`src/rtl/smm_ctl_pkg.sv`:
```
package smm_ctl_pkg;
  localparam int IDX_W     = 8;
  localparam int DATA_W    = 8;
  localparam int ADDR_W    = 20;
  localparam int REG_DEPTH = 128;
  localparam int REG_AW    = $clog2(REG_DEPTH);

  localparam logic [IDX_W-1:0] IDX_TRIG = 8'h54;
  localparam logic [IDX_W-1:0] IDX_STAT = 8'h55;
  localparam logic [IDX_W-1:0] IDX_CFG  = 8'h5B;
  localparam logic [IDX_W-1:0] IDX_JUMP = 8'h64;

  localparam int CFG_EN       = 7;
  localparam int CFG_HIBASE   = 6;
  localparam int CFG_TO_SMI   = 5;
  localparam int CFG_SMM_MAP  = 4;
  localparam int CFG_SHARED   = 3;
  localparam int CFG_NORM_LOW = 1;

  localparam logic [ADDR_W-1:0] WIN_BASE  = 20'hA0000;
  localparam logic [ADDR_W-1:0] LOW_BASE  = 20'h30000;
  localparam logic [ADDR_W-1:0] HIGH_BASE = 20'h60000;
  localparam int WIN_OFS_W = 17;

  typedef struct packed {
    logic loadIndex;
    logic writeReg;
    logic clearStatus;
    logic fire;
    logic toSmi;
  } smmStrobes_t;
endpackage

```
`src/rtl/smm_ctl_ctrl.sv`:
```
module smm_ctl_ctrl
  import smm_ctl_pkg::*;
(
  input  logic              clk,
  input  logic              rstN,
  input  logic              ioWr,
  input  logic              ioSelData,
  input  logic [DATA_W-1:0] ioWrData,
  input  logic [DATA_W-1:0] cfgReg,
  input  logic              trigBit,
  output logic [IDX_W-1:0]  idx,
  output smmStrobes_t       strobes
);
  logic inRange;
  assign inRange = (idx[IDX_W-1:REG_AW] == '0);

  always_ff @(posedge clk) begin
    if (!rstN) idx <= '0;
    else if (strobes.loadIndex) idx <= ioWrData;
  end

  always_comb begin
    strobes = '0;
    strobes.toSmi = cfgReg[CFG_TO_SMI];
    if (ioWr && !ioSelData) strobes.loadIndex = 1'b1;
    if (ioWr && ioSelData) begin
      if (idx == IDX_STAT) strobes.clearStatus = 1'b1;
      else if (inRange)    strobes.writeReg = 1'b1;
      if (idx == IDX_TRIG && cfgReg[CFG_EN] && !trigBit && ioWrData[0])
        strobes.fire = 1'b1;
    end
  end


  index_load_chk: assert property (@(posedge clk) disable iff (!rstN)
    (ioWr && !ioSelData) |=> idx == $past(ioWrData));


  fire_cond_chk: assert property (@(posedge clk) disable iff (!rstN)
    strobes.fire |-> (ioSelData && idx == IDX_TRIG));
endmodule

```
`src/rtl/smm_ctl_datapath.sv`:
```
module smm_ctl_datapath
  import smm_ctl_pkg::*;
(
  input  logic              clk,
  input  logic              rstN,
  input  smmStrobes_t       strobes,
  input  logic [IDX_W-1:0]  idx,
  input  logic [DATA_W-1:0] ioWrData,
  output logic [DATA_W-1:0] ioRdData,
  output logic [DATA_W-1:0] cfgReg,
  output logic              trigBit,
  input  logic [ADDR_W-1:0] memAddr,
  input  logic              smmActive,
  output logic              smiPulse,
  output logic              irqPulse,
  output logic              winHit,
  output logic [ADDR_W-1:0] winAddr
);
  localparam logic [REG_AW-1:0] STAT_SLOT = IDX_STAT[REG_AW-1:0];
  localparam logic [REG_AW-1:0] CFG_SLOT  = IDX_CFG[REG_AW-1:0];
  localparam logic [REG_AW-1:0] TRIG_SLOT = IDX_TRIG[REG_AW-1:0];

  logic [DATA_W-1:0] regFile [REG_DEPTH];
  logic [REG_AW-1:0] regIdx;
  logic              inRange;
  logic [DATA_W-1:0] statReg;

  assign regIdx  = idx[REG_AW-1:0];
  assign inRange = (idx[IDX_W-1:REG_AW] == '0);
  assign cfgReg  = regFile[CFG_SLOT];
  assign trigBit = regFile[TRIG_SLOT][0];
  assign statReg = regFile[STAT_SLOT];

  always_ff @(posedge clk) begin
    if (!rstN) begin
      for (int i = 0; i < REG_DEPTH; i++) regFile[i] <= '0;
      smiPulse <= 1'b0;
      irqPulse <= 1'b0;
    end else begin
      if (strobes.writeReg)    regFile[regIdx] <= ioWrData;
      if (strobes.clearStatus) regFile[STAT_SLOT] <= statReg & ~ioWrData;
      if (strobes.fire)        regFile[STAT_SLOT] <= 8'h01;
      smiPulse <= strobes.fire &&  strobes.toSmi;
      irqPulse <= strobes.fire && !strobes.toSmi;
    end
  end

  always_comb begin
    if (!inRange || idx == IDX_JUMP) ioRdData = '1;
    else                             ioRdData = regFile[regIdx];
  end

  logic              inWin;
  logic [ADDR_W-1:0] mapBase;
  assign inWin = cfgReg[CFG_EN] &&
                 (memAddr[ADDR_W-1:WIN_OFS_W] == WIN_BASE[ADDR_W-1:WIN_OFS_W]);

  always_comb begin
    winHit  = 1'b0;
    mapBase = WIN_BASE;
    if (inWin) begin
      if (smmActive) begin
        if (cfgReg[CFG_SMM_MAP]) begin
          winHit  = 1'b1;
          mapBase = cfgReg[CFG_HIBASE] ? HIGH_BASE : LOW_BASE;
        end else if (cfgReg[CFG_SHARED]) begin
          winHit = 1'b1;
        end
      end else begin
        if (cfgReg[CFG_SHARED]) begin
          winHit = 1'b1;
        end else if (cfgReg[CFG_NORM_LOW]) begin
          winHit  = 1'b1;
          mapBase = LOW_BASE;
        end
      end
    end
    winAddr = winHit ? (mapBase + {{(ADDR_W-WIN_OFS_W){1'b0}}, memAddr[WIN_OFS_W-1:0]})
                     : memAddr;
  end


  w1c_clear_chk: assert property (@(posedge clk) disable iff (!rstN)
    strobes.clearStatus |=> statReg == ($past(statReg) & ~$past(ioWrData)));


  smi_width_chk: assert property (@(posedge clk) disable iff (!rstN)
    smiPulse |=> !smiPulse);


  irq_width_chk: assert property (@(posedge clk) disable iff (!rstN)
    irqPulse |=> !irqPulse);


  status_set_chk: assert property (@(posedge clk) disable iff (!rstN)
    (smiPulse || irqPulse) |-> statReg == 8'h01);


  fire_enable_chk: assert property (@(posedge clk) disable iff (!rstN)
    (smiPulse || irqPulse) |-> $past(cfgReg[CFG_EN]));


  hit_window_chk: assert property (@(posedge clk) disable iff (!rstN)
    winHit |-> (cfgReg[CFG_EN] && memAddr[ADDR_W-1:WIN_OFS_W] == 3'b101));
endmodule

```
`src/rtl/smm_window_ctl.sv`:
```
module smm_window_ctl
  import smm_ctl_pkg::*;
(
  input  logic              clk,
  input  logic              rstN,
  input  logic              ioWr,
  input  logic              ioSelData,
  input  logic [DATA_W-1:0] ioWrData,
  output logic [DATA_W-1:0] ioRdData,
  input  logic [ADDR_W-1:0] memAddr,
  input  logic              smmActive,
  output logic              smiPulse,
  output logic              irqPulse,
  output logic              winHit,
  output logic [ADDR_W-1:0] winAddr
);
  smmStrobes_t       strobes;
  logic [IDX_W-1:0]  idx;
  logic [DATA_W-1:0] cfgReg;
  logic              trigBit;

  smm_ctl_ctrl uCtrl (
    .clk(clk), .rstN(rstN), .ioWr(ioWr), .ioSelData(ioSelData),
    .ioWrData(ioWrData), .cfgReg(cfgReg), .trigBit(trigBit),
    .idx(idx), .strobes(strobes)
  );

  smm_ctl_datapath uData (
    .clk(clk), .rstN(rstN), .strobes(strobes), .idx(idx),
    .ioWrData(ioWrData), .ioRdData(ioRdData), .cfgReg(cfgReg),
    .trigBit(trigBit), .memAddr(memAddr), .smmActive(smmActive),
    .smiPulse(smiPulse), .irqPulse(irqPulse), .winHit(winHit),
    .winAddr(winAddr)
  );
endmodule

```
`config.mk`:
```
export PLATFORM = sky130hd
export DESIGN_NAME = smm_window_ctl
export DESIGN_NICKNAME = d
export VERILOG_FILES = /design/src/rtl/smm_ctl_pkg.sv /design/src/rtl/smm_ctl_ctrl.sv /design/src/rtl/smm_ctl_datapath.sv /design/src/rtl/smm_window_ctl.sv
export SDC_FILE = /design/constraint.sdc
export NUM_CORES = 2
export LEC_CHECK = 0
export BUFFER_PORTS_ARGS = -buffer_cell sky130_fd_sc_hd__buf_4
export CAP_MARGIN = 20
export CORE_ASPECT_RATIO = 0.8
export CORE_MARGIN = 5
export CORE_UTILIZATION = 25
export DETAILED_ROUTE_END_ITERATION = 8
export RECOVER_POWER = 100
export REMOVE_ABC_BUFFERS = 1
export SLEW_MARGIN = 20
export SYNTH_ARGS = -nofsm -noshare
export SYNTH_HDL_FRONTEND = slang
export SYNTH_SLANG_ARGS = --single-unit
```
`constraint.sdc`:
```
create_clock -name clk -period 5.9 [get_ports clk]
set_clock_uncertainty 0.2 [all_clocks]
set_input_delay 0.885 -clock clk [delete_from_list [all_inputs] [get_ports clk]]
set_output_delay 0.885 -clock clk [all_outputs]
set_load 0.01 [all_outputs]
```
Word level (Yosys, flattened, before mapping)
Memory sizes are Yosys's and may differ from the RTL's. A register that Yosys moved wholly into a read port is not among the register bits.
Cells that the tools add are included.

cells by class
  add/subtract/negate cells = 1
  reductions and logical operators = 13
  eq/ne operators = 4
  muxes and demuxes = 37
  bitwise gates (word level) = 4

operators by type and width
  cell                number
  $mux 20             6
  $mux 8              4
  $eq 8x7->1 const B  3
  $mux 1              22
  $mux 7              3
  $add 20x17->20      1
  $mux 19             1
  $and 8x8->8         1
  $logic_and 1x1->1   8
  $not 8->8           1
  $reduce_or 8->1     1
  $eq 3x3->1 const B  1
  $logic_not 1->1     3
  $mux 3              1
  $or 1x1->1          2
  $logic_or 1x1->1    1

storage, ports and cells
  output and inout bits = 31
  RAM bits = 1024
  bits in registers = 10
  memories kept = 1
  input bits = 33
  word-level logic and storage cells = 63

memories
  memory         words  bits a word  read ports  clocked after memory_dff  write ports  RTL line                RTL
  uData.regFile  128    8            4           1                         128          smm_ctl_datapath.sv:23  logic [DATA_W-1:0] regFile [REG_DEPTH];

Logic depth before layout (Yosys ltp)
  depth in word-level cells = 11
  mapped depth = 9
  gate-level depth less buffers = 9

Cells and area by module
A second synthesis with hierarchy kept.

unflattened totals
  cells, all modules = 3345
  area, all modules = 47998.5 um2

modules (own cells, without submodules)
  module            area each (um2)  cells each  sequential area each (um2)  instances
  smm_ctl_datapath  47566.9          3301        30789.5                     1
  smm_ctl_ctrl      431.7            44          160.2                       1

Least setup slack after synthesis
Ideal clock, no wire load.

  path kind = input to output
  start point = input smmActive
  end point = output winAddr[19]
  setup slack = 2.626 ns
  stages on the path = 9
  data arrival time = 2.189 ns
  data required time = 4.815 ns
  buffers on the path = 0
  path through = nand2_1 > o32a_1 > nor2_1 > ha_1 > ha_1 > or3_1 > a21oi_1 > nor2_1 > o21a_1

between the ends
  word-level cells in the longest chain between the ends = 4
  elaborated cells between the ends (all ways) = 6
  classes of those cells = add/sub: 1; mux: 5

ends and longest elaborated chain
  what            RTL line                RTL
  from (decl)     smm_window_ctl.sv:11    input logic smmActive,
  $mux 20         smm_ctl_datapath.sv:62  if (smmActive) begin
  $mux 20         smm_ctl_datapath.sv:61  if (inWin) begin
  $add 20x17->20  smm_ctl_datapath.sv:78  winAddr = winHit ? (mapBase + {{(ADDR_W-WIN_OFS_W){1'b0}}, memAddr[WIN_OFS_W-1:0]})
  $mux 20 *       smm_ctl_datapath.sv:78
  to (decl)       smm_window_ctl.sv:15    output logic [ADDR_W-1:0] winAddr

Mark *: on every way between the ends. The rest lies on a longest branch, timed or not.

==> qor.txt <==
Top Ports = 64
Worst setup margin = 0.267 ns
Chip Width = 503 µm
Finished Layout Cells = 5882
HP Class = flop to flop
EDFF count, synth = 1024
# rows = 144
Synth Area in Compound Gates = 3.81%
Max Slew Vio Count = 1089
Failing checks = capacitance limit, slew limit
Clock Pin Slew Worst Setup and Hold Paths = 0.07 ns
Crit path kind = flop to primary output
Reg area = 0.0311 mm²
Cell area power density = 303 mW/mm²
Initial antenna violation count = 9
Main combinational cell family by area after synthesis = simple AND/OR/NAND/NOR gates
Share of layout cells above drive strength 1 = 14.7%
RSZ-0062 raised after global routing = no
Largest net degree at the start of global routing = 88
Via count = 28500
Final Setup Violations = 0
Average size of a mapped cell = 14.8 µm²
Placed insts = 5695
Area of the multi-input gates = 0.0158 mm²
Initial DRC Count = 3721
Core box area = 0.193 mm²
Clock sink count = 1041
Yosys top cell by area = edfxtp_1
IR drop worst, VDD = 230 µV
Crit path time final = 5.63 ns
Vias/cell = 4.85
Setup Buffers After CTS = 0
Area added between synthesis and finish = 12.6%
Post-Synth Simple-Gate Area = 15.3%
Vias in the first global route = 27900
CTS tree = done
Status = complete, but fails checks
XOR/XNOR share of the synthesized area = 0%
Worst-Skew Late Latency = 0.70 ns
Total wire length = 132000 µm
Die height = 404 µm
Worst-margin pin slew = 4.56 ns
FFs w/ async S/R, synth = 0%
Fillers = 19100
H-tree depth = 3
CTS root buffer = clkbuf_16
Total gr overflow = 0
Worst Path Required = 4.82 ns
CTS Hold Bufs = 0
Synthesized-area fraction occupied by adder cells = 0.0515%
Longest Clk Path Bufs = 3
Netlist Area Pre-Place = 0.0486 mm²
Post-CTS Resized = 0
Sequential area share after synthesis = 64.0%
Tcrit/Tclk final = 95.5%
Pre-CTS WS = 0.835 ns
Global-route wire length before repair = 194000 µm
Yosys top cell area share = 63.3%
Pre-antenna DRT Iters = 6
Static Leakage = 0.0192 µW
Final net count = 3279
Dpl hpwl = 82200 µm
Crit path arrival time = 4.55 ns
Crit start category = flop
Multiplexer area fraction after synthesis = 13.3%
FF+latch count, synth = 1041
Max-Cap Viols = 19
Fmax = 178 MHz
Max transition margin = -204%
Hold Vio Cnt, Final = 0
Routed length per instance = 22.5 µm
Drt drc = 0
CP Max Fanout = 21
Syn. warnings = 0
Number of CTS-inserted buffers = 101
Post-Syn Instances = 3283
Initial Util = 25.2%
Tot Pwr = 16600 µW
Final RePlAce weighted congestion = 0.812
Die area = 0.203 mm²
Synth cell types = 54
CP Capture Type = primary output
PortBufs = 31
Antenna viol nets, final = 0
Top FF cell, synth = edfxtp_1
Total GRT Usage = 12.7%
Area contributors post-synth = edfxtp_1 (63%), mux4_2 (11%), and2_1 (8.3%)
==> kinds of logic (layout without fill, tap and decap cells) <==
logic type,count (synthesis),count (layout)
AND/OR/NAND/NOR,1236,1236
adder cells (fa/ha/maj),2,2
multiplexers,353,353
buffers and inverters,356,399
flip-flops,1041,1041
AO/OA/AOI/OAI,295,295
other,0,1
==> layer usage <==
layer  global-route usage, %  routed length [µm]  up-vias
met5                       0                  13        -
li1                        -                   -    12300
met1                    19.2               60500    14700
met3                    2.98               12100      183
met2                    18.2               56500     1283
met4                    3.28                3430        2
==> layout make-up <==
cell class	instances	area share, %
clock buffer	118	4.85
antenna	1	0.00457
multi-input combinational	1886	28.9
timing repair buffer	210	1.96
sequential	1041	56.8
inverter	4	0.0274
clock inverter	67	1.64
tap	2555	5.84
==> where the power goes <==
part	internal [µW]	switching, µW
combinational	348	742
clock	4140	2910
sequential	8340	111
total	12800	3770
==> per-stage QoR <==
stage / hold WS, ns / instance area, µm² / TNS [ns] / util, %
3_5_place_dp: 0.329 / 51800 / 0 / 26.8
5_1_grt: 0.348 / 54700 / 0 / 28.4
4_1_cts: 0.337 / 55300 / 0 / 28.7
6_report: 0.318 / 54700 / 0 / 28.4
2_1_floorplan: 0.230 / 46900 / -44.47 / -
3_3_place_gp: 0.322 / 51800 / 0 / 26.8
==> Yosys cell counts (3+ instances only) <==
master    count
and3_1      378
nor2_2       13
dfxtp_1      17
a31o_2        7
buf_2        27
inv_1         3
a221o_1       7
nor2b_1      25
buf_4        58
nand3_1      13
mux4_2      235
and2_1      646
edfxtp_1   1024
a32oi_1       8
buf_1         8
o221ai_1      7
or3_1         3
o22ai_1      17
o211ai_1     10
nor2_1       89
nor3_1        3
mux2i_1     116
a221oi_1     15
o21ai_0     121
a21oi_1      35
nand2_1      38
nor3b_1       8
o21ai_1       8
clkbuf_1    244
nand2b_1      6
a22oi_1      54
buf_6        11
==> path summary, 6_finish.rpt <==
check                       start  slack [ns]                   end  depth (start not counted)
min reg2reg  uData.regFile[91][5]        0.32        uData.irqPulse                          1
min          uData.regFile[91][5]        0.32        uData.irqPulse                          1
max                          flop        0.27           ioRdData[3]                          7
max reg2reg          uCtrl.idx[4]        0.69  uData.regFile[53][7]                          6
==> flip-flops by register name, summed over array words and instances, names as in the netlist, named ones only <==
register,count
uData.smiPulse,1
uData.regFile,1024
uCtrl.idx,8
uData.irqPulse,1
==> placed cells by master, fill, tap and decap left out, drive strengths merged, types with 8 or more instances in the layout <==
cell       n
and2     646
nor2     102
nand2     39
edfxtp  1024
o22ai     17
clkinv    36
mux2i    116
clkbuf   272
o211ai    10
nor2b     26
a221oi    15
a32oi      8
inv        9
a22oi     54
o21ai    129
buf       56
and3     378
nor3b      8
a21oi     35
nand3     13
bufinv    21
dfxtp     17
mux4     235
==> worst max-delay path: stages, from the launching register on <==
cell      delay, ns
dfxtp_1        1.10
inv_2          0.55
nor2_4         0.67
clkbuf_2       0.45
a21oi_1        0.19
a21oi_1        0.33
a32oi_1        0.25
buf_4          0.27
No activity file was read; power rests on OpenSTA's default activity.
